### src/rtl/gpio_bank_pkg.sv
package gpio_bank_pkg;
  localparam int HALF_W     = 16;
  localparam int NUM_HALVES = 2;
  localparam int NUM_PINS   = HALF_W * NUM_HALVES;
  localparam int BUS_W      = 32;
  localparam int ADDR_W     = 3;
  localparam int OUT_BASE   = 0;
  localparam int DIR_BASE   = OUT_BASE + NUM_HALVES;
  localparam int PIN_ADDR   = DIR_BASE + NUM_HALVES;
endpackage

### src/rtl/gpio_mask_reg.sv
module gpio_mask_reg #(
  parameter int W = 16
) (
  input  logic         clk_i,
  input  logic         rst_ni,
  input  logic         wr_i,
  input  logic [W-1:0] wdata_i,
  input  logic [W-1:0] wmask_i,
  output logic [W-1:0] q_o
);
  logic [W-1:0] q_q;

  always_ff @(posedge clk_i or negedge rst_ni) begin
    if (!rst_ni) q_q <= '0;
    else if (wr_i) q_q <= (q_q & ~wmask_i) | (wdata_i & wmask_i);
  end

  assign q_o = q_q;


  keep_unmasked_chk: assert property (@(posedge clk_i) disable iff (!rst_ni)
    wr_i |=> ((q_q & ~$past(wmask_i)) == ($past(q_q) & ~$past(wmask_i))));


  idle_hold_chk: assert property (@(posedge clk_i) disable iff (!rst_ni)
    !wr_i |=> $stable(q_q));


  masked_load_chk: assert property (@(posedge clk_i) disable iff (!rst_ni)
    wr_i |=> ((q_q & $past(wmask_i)) == ($past(wdata_i) & $past(wmask_i))));
endmodule

### src/rtl/gpio_in_sync.sv
module gpio_in_sync #(
  parameter int W = 32
) (
  input  logic         clk_i,
  input  logic         rst_ni,
  input  logic [W-1:0] d_i,
  output logic [W-1:0] q_o
);
  logic [W-1:0] s1_q, s2_q;

  always_ff @(posedge clk_i or negedge rst_ni) begin
    if (!rst_ni) begin
      s1_q <= '0;
      s2_q <= '0;
    end else begin
      s1_q <= d_i;
      s2_q <= s1_q;
    end
  end

  assign q_o = s2_q;
endmodule

### src/rtl/gpio_bank.sv
module gpio_bank
  import gpio_bank_pkg::*;
(
  input  logic              clk_i,
  input  logic              rst_ni,
  input  logic              wr_en_i,
  input  logic              rd_en_i,
  input  logic [ADDR_W-1:0] addr_i,
  input  logic [BUS_W-1:0]  wdata_i,
  output logic [BUS_W-1:0]  rdata_o,
  input  logic [NUM_PINS-1:0] pin_i,
  output logic [NUM_PINS-1:0] pin_o,
  output logic [NUM_PINS-1:0] pin_oe_o
);
  logic [NUM_PINS-1:0] out_q, dir_q, pin_sync;
  logic [HALF_W-1:0]   wr_data, wr_mask;

  assign wr_data = wdata_i[HALF_W-1:0];
  assign wr_mask = wdata_i[2*HALF_W-1:HALF_W];

  for (genvar h = 0; h < NUM_HALVES; h++) begin : g_half
    logic wr_out, wr_dir;
    assign wr_out = wr_en_i && (addr_i == ADDR_W'(OUT_BASE + h));
    assign wr_dir = wr_en_i && (addr_i == ADDR_W'(DIR_BASE + h));

    gpio_mask_reg #(.W(HALF_W)) u_out (
      .clk_i, .rst_ni, .wr_i(wr_out), .wdata_i(wr_data), .wmask_i(wr_mask),
      .q_o(out_q[h*HALF_W +: HALF_W])
    );
    gpio_mask_reg #(.W(HALF_W)) u_dir (
      .clk_i, .rst_ni, .wr_i(wr_dir), .wdata_i(wr_data), .wmask_i(wr_mask),
      .q_o(dir_q[h*HALF_W +: HALF_W])
    );
  end

  gpio_in_sync #(.W(NUM_PINS)) u_sync (
    .clk_i, .rst_ni, .d_i(pin_i), .q_o(pin_sync)
  );

  always_comb begin
    rdata_o = '0;
    if (rd_en_i) begin
      for (int h = 0; h < NUM_HALVES; h++) begin
        if (addr_i == ADDR_W'(OUT_BASE + h)) rdata_o[HALF_W-1:0] = out_q[h*HALF_W +: HALF_W];
        if (addr_i == ADDR_W'(DIR_BASE + h)) rdata_o[HALF_W-1:0] = dir_q[h*HALF_W +: HALF_W];
      end
      if (addr_i == ADDR_W'(PIN_ADDR)) rdata_o = BUS_W'(pin_sync);
    end
  end

  assign pin_o    = out_q;
  assign pin_oe_o = dir_q;

  // cycles since reset, saturating; qualifies the sync-delay check
  logic [1:0] since_rst_q;
  always_ff @(posedge clk_i or negedge rst_ni) begin
    if (!rst_ni) since_rst_q <= '0;
    else if (since_rst_q != 2'd2) since_rst_q <= since_rst_q + 2'd1;
  end


  idle_rdata_chk: assert property (@(posedge clk_i) disable iff (!rst_ni)
    !rd_en_i |-> rdata_o == '0);


  half_upper_zero_chk: assert property (@(posedge clk_i) disable iff (!rst_ni)
    (rd_en_i && addr_i < ADDR_W'(PIN_ADDR)) |-> rdata_o[BUS_W-1:HALF_W] == '0);


  sync_delay_chk: assert property (@(posedge clk_i) disable iff (!rst_ni)
    (rd_en_i && addr_i == ADDR_W'(PIN_ADDR) && since_rst_q == 2'd2)
      |-> rdata_o == BUS_W'($past(pin_i, 2)));


  dead_write_chk: assert property (@(posedge clk_i) disable iff (!rst_ni)
    (wr_en_i && addr_i >= ADDR_W'(PIN_ADDR)) |=> ($stable(pin_o) && $stable(pin_oe_o)));
endmodule

### config.mk
export PLATFORM = sky130hd
export DESIGN_NAME = gpio_bank
export DESIGN_NICKNAME = d
export VERILOG_FILES = /design/src/rtl/gpio_bank_pkg.sv /design/src/rtl/gpio_mask_reg.sv /design/src/rtl/gpio_in_sync.sv /design/src/rtl/gpio_bank.sv
export SDC_FILE = /design/constraint.sdc
export NUM_CORES = 1
export LEC_CHECK = 0
export ABC_AREA = 1
export CAP_MARGIN = 30
export CORE_MARGIN = 5
export CORE_UTILIZATION = 42
export DETAILED_ROUTE_END_ITERATION = 7
export GPL_TIMING_DRIVEN = 0
export HOLD_SLACK_MARGIN = 0.02
export PLACE_DENSITY = 0.8
export SLEW_MARGIN = 15
export SYNTH_ARGS = -nofsm -noshare
export SYNTH_HDL_FRONTEND = slang
export SYNTH_HIERARCHICAL = 1
export SYNTH_SLANG_ARGS = --single-unit
export TNS_END_PERCENT = 1
### constraint.sdc
create_clock -name clk_i -period 1.8 [get_ports clk_i]
set_clock_uncertainty 0.2 [all_clocks]
set_input_delay 0.45 -clock clk_i [delete_from_list [all_inputs] [get_ports clk_i]]
set_output_delay 0.45 -clock clk_i [all_outputs]
set_load 0.05 [all_outputs]
==> summary.md <==
| Metric | Value |
|---|---|
| First-pass GRT wire length | `29800 um` |
| Slew @ Worst Pin | `651 ps` |
| Fin util | `0.671` |
| Row count | `41` |
| #FFs+latches synth | `roughly 130` |
| 1st-pass router iterations | `5` |
| IO Port Bufs | `165` |
| Initial antenna violation count | `0` |
| Slew Limit Fails | `0` |
| Final WL | `between 15000 and 20000 um` |
| CP peak stage delay | `160 ps` |
| Crit path max-delay family | `buffers and inverters` |
| Seq/Total Area, Yosys | `0.584` |
| Synth Instances | `618` |
| Clk sinks | `128` |
| Fill cells | `968` |
| Die H | `124 um` |
| WP depth | `11` |
| Pre-CTS WS | `-2020 ps` |
| Area delta synth->final | `55.7%` |
| Leakage | `0.00406 uW` |
| CTS H-tree lvls | `4` |
| Post-Layout Cell Count | `1007` |
| Failing checks | `setup timing` |
| Syn Nets | `just under 700` |
| Worst Path Buf+Inv | `6` |
| Root Driver | `clkbuf_16` |
| Mean Syn Cell Area | `around 8.9 sq um` |
| Critical Path Sink Type | `output port` |
| Register Area | `3200 sq um` |
| Post-synth top flop | `dfrtp_1` |
| Worst vdd ir | `925 uV` |
| Max_slew headroom | `0.562` |
| HPWL after DPL | `12400 um` |
| Final setup margin | `-425 ps` |
| Crit path arrival time | `1570 ps` |
| DR WL/cell | `18.8 um` |
| DR vias | `5293` |
| Placer Congestion | `0.840` |
| CP Cell Sequence | `buf_12, clkinv_8, nand2_8, nor2_4, buf_6, buf_12, nand2_2, nand2_2, inv_2, a21oi_4, buf_8` |
| Fin crit share | `1.24` |
| Unique masters post-synth | `25` |
| Clock slew at reported path FFs | `60 ps` |
| Initial Util | `0.431` |
| Boundary Pins | `approximately 170` |
| Clock insertion delay at the later pin of the skew report | `420 ps` |
| Status | `complete, but fails checks` |
| Number of flops mapped to enable cells by yosys | `0` |
| Setup_tns | `-14030 ps` |
| Slowest-stage cell, CP | `buf_8` |
| Setup violators final | `64` |
| Hold Path Class | `flop to flop` |
| Top fanout value on the critical path | `5` |
| Area of the multi-input gates | `2390 sq um` |
| Ys async rst share | `1.00` |
| Die ar. | `15400 sq um` |
| Core area | `12700 sq um` |
| RSZ-0062 raised after global routing | `true` |
| Die X | `124 um` |
| Ys Warns | `6` |
| # placed instances | `957` |
| CTS tree | `yes` |
| TritonCTS Buffers | `17` |
| Number of global-route vias before repair | `around 5500` |
| Nets | `893` |
| Highest Clock Rate | `0.450 GHz` |
| Total Power | `9610 uW` |
| CTS max path bufs | `2` |
| Mapped Area | `5480 sq um` |
| Hold Fails Final Rpt | `0` |
| WS Path Type | `input pin to output port` |
| Pin count of the biggest net entering global routing | `a little over 70` |
| Max cap viols | `0` |
| Reg2Reg Depth | `2` |
| Initial DRC Count | `465` |
| PwrDens | `1130 nW/um^2` |
| Vias per cell | `5.26` |
| Share of layout cells above drive strength 1 | `0.344` |
| Drt drc | `0` |
| Worst Path Required | `1150 ps` |
| All-Layer GR Usage | `0.246` |
| Hold Path Depth | `0` |
| Final period demand of the worst path | `about 2200 ps` |
| Grt ovf | `0` |
| Startpoint types | `input pin` |
| Final ANT Viol Nets | `0` |
| Antenna cells | `0` |
[repair_timing]
item                                   CTS  global route
endpoints found under the hold margin   58             0
resized for setup                      646            40
setup buffers                           11             4
hold buffers                             1             0
cloned                                   2             1
pin swaps                                7            19
setup endpoints to repair              160            86
[report_power, final]
part / switching, uW / internal, uW
sequential: 297 / 3250
clock: 1280 / 2110
combinational: 1940 / 725
[area by class of cell]
type                       count  share of cell area
timing repair buffer         185               0.193
sequential                   128               0.375
inverter                      36              0.0176
buffer                        28              0.0402
clock inverter                12              0.0154
multi-input combinational    426               0.280
tap                          172              0.0252
clock buffer                  20              0.0535
[logic make-up after synthesis]
logic type      after synthesis  synth area share
compound gates               32            0.0320
buf+inv                      64            0.0674
flops                       128             0.584
simple gates                394             0.316
[layer usage]
| layer | routed length [um] | track usage |
|---|---|---|
| met2 | 9200 | 0.395 |
| met3 | 1890 | 0.101 |
| met4 | 410 | 0.0793 |
| met5 | 0 | 0 |
| met1 | 7480 | 0.302 |
[worst paths after layout]
kind / start / to / slack, ps
hold / removal: u_sync/s1_q[3]$_DFF_PN0_ / u_sync/q_o[3]$_DFF_PN0_ / 140
setup / recovery: addr_i[2] / rdata_o[12] / -420
setup reg to reg: flop / flop / 890
max in group asynchronous: rst_ni / async pin / 310
min in group asynchronous: rst_ni / u_sync/q_o[1]$_DFF_PN0_ / 360
hold reg to reg: u_sync/s1_q[3]$_DFF_PN0_ / u_sync/q_o[3]$_DFF_PN0_ / 140
[placed cells by master, fill, tap and decap left out, types with 2 or more instances in the layout]
cell type and instances:
buf_4 12, clkbuf_16 18, inv_1 23, nand4_1 16, buf_8 9, clkbuf_4 3, a21oi_4 16, or2_0 7
dfrtp_1 128, o21ai_1 4, nand3_4 2, clkdlybuf4s15_2 2, bufinv_16 2, nand3_1 86, clkdlybuf4s50_1 65, o21ai_2 12
nor2_2 6, clkinvlp_4 4, inv_6 3, buf_2 61, nand2_1 209, clkbuf_8 4, nand2_8 2, buf_12 5
nor2_4 12, or2_1 6, clkinv_2 3, nand2_2 30, buf_6 51, or2_2 3, nand3_2 10, inv_2 11
[synthesized netlist by cell type, types with 3 or more instances]
cell type | n | share of area
inv_1 | 34 | 0.023
or2_1 | 6 | 0.0069
a21oi_2 | 4 | 0.0064
nand3_1 | 96 | 0.088
buf_4 | 3 | 0.0041
nand2_2 | 8 | 0.0091
o21ai_0 | 15 | 0.014
dfrtp_1 | 128 | 0.58
nor2_1 | 17 | 0.012
or2_2 | 3 | 0.0034
buf_6 | 12 | 0.025
or2_0 | 7 | 0.0080
nand4_1 | 16 | 0.018
buf_2 | 9 | 0.0082
a21oi_1 | 12 | 0.011
nand2_1 | 234 | 0.16
[through the flow]
step | hold slack (ps) | cell area, sq um
after detailed placement | 135 | 7700
after CTS | 140 | 8360
after global placement | 132 | 7660
final | 139 | 8530
after global routing | 153 | 8530
after floorplan | -45.6 | 5800
Power figures use the tool's default switching activity.
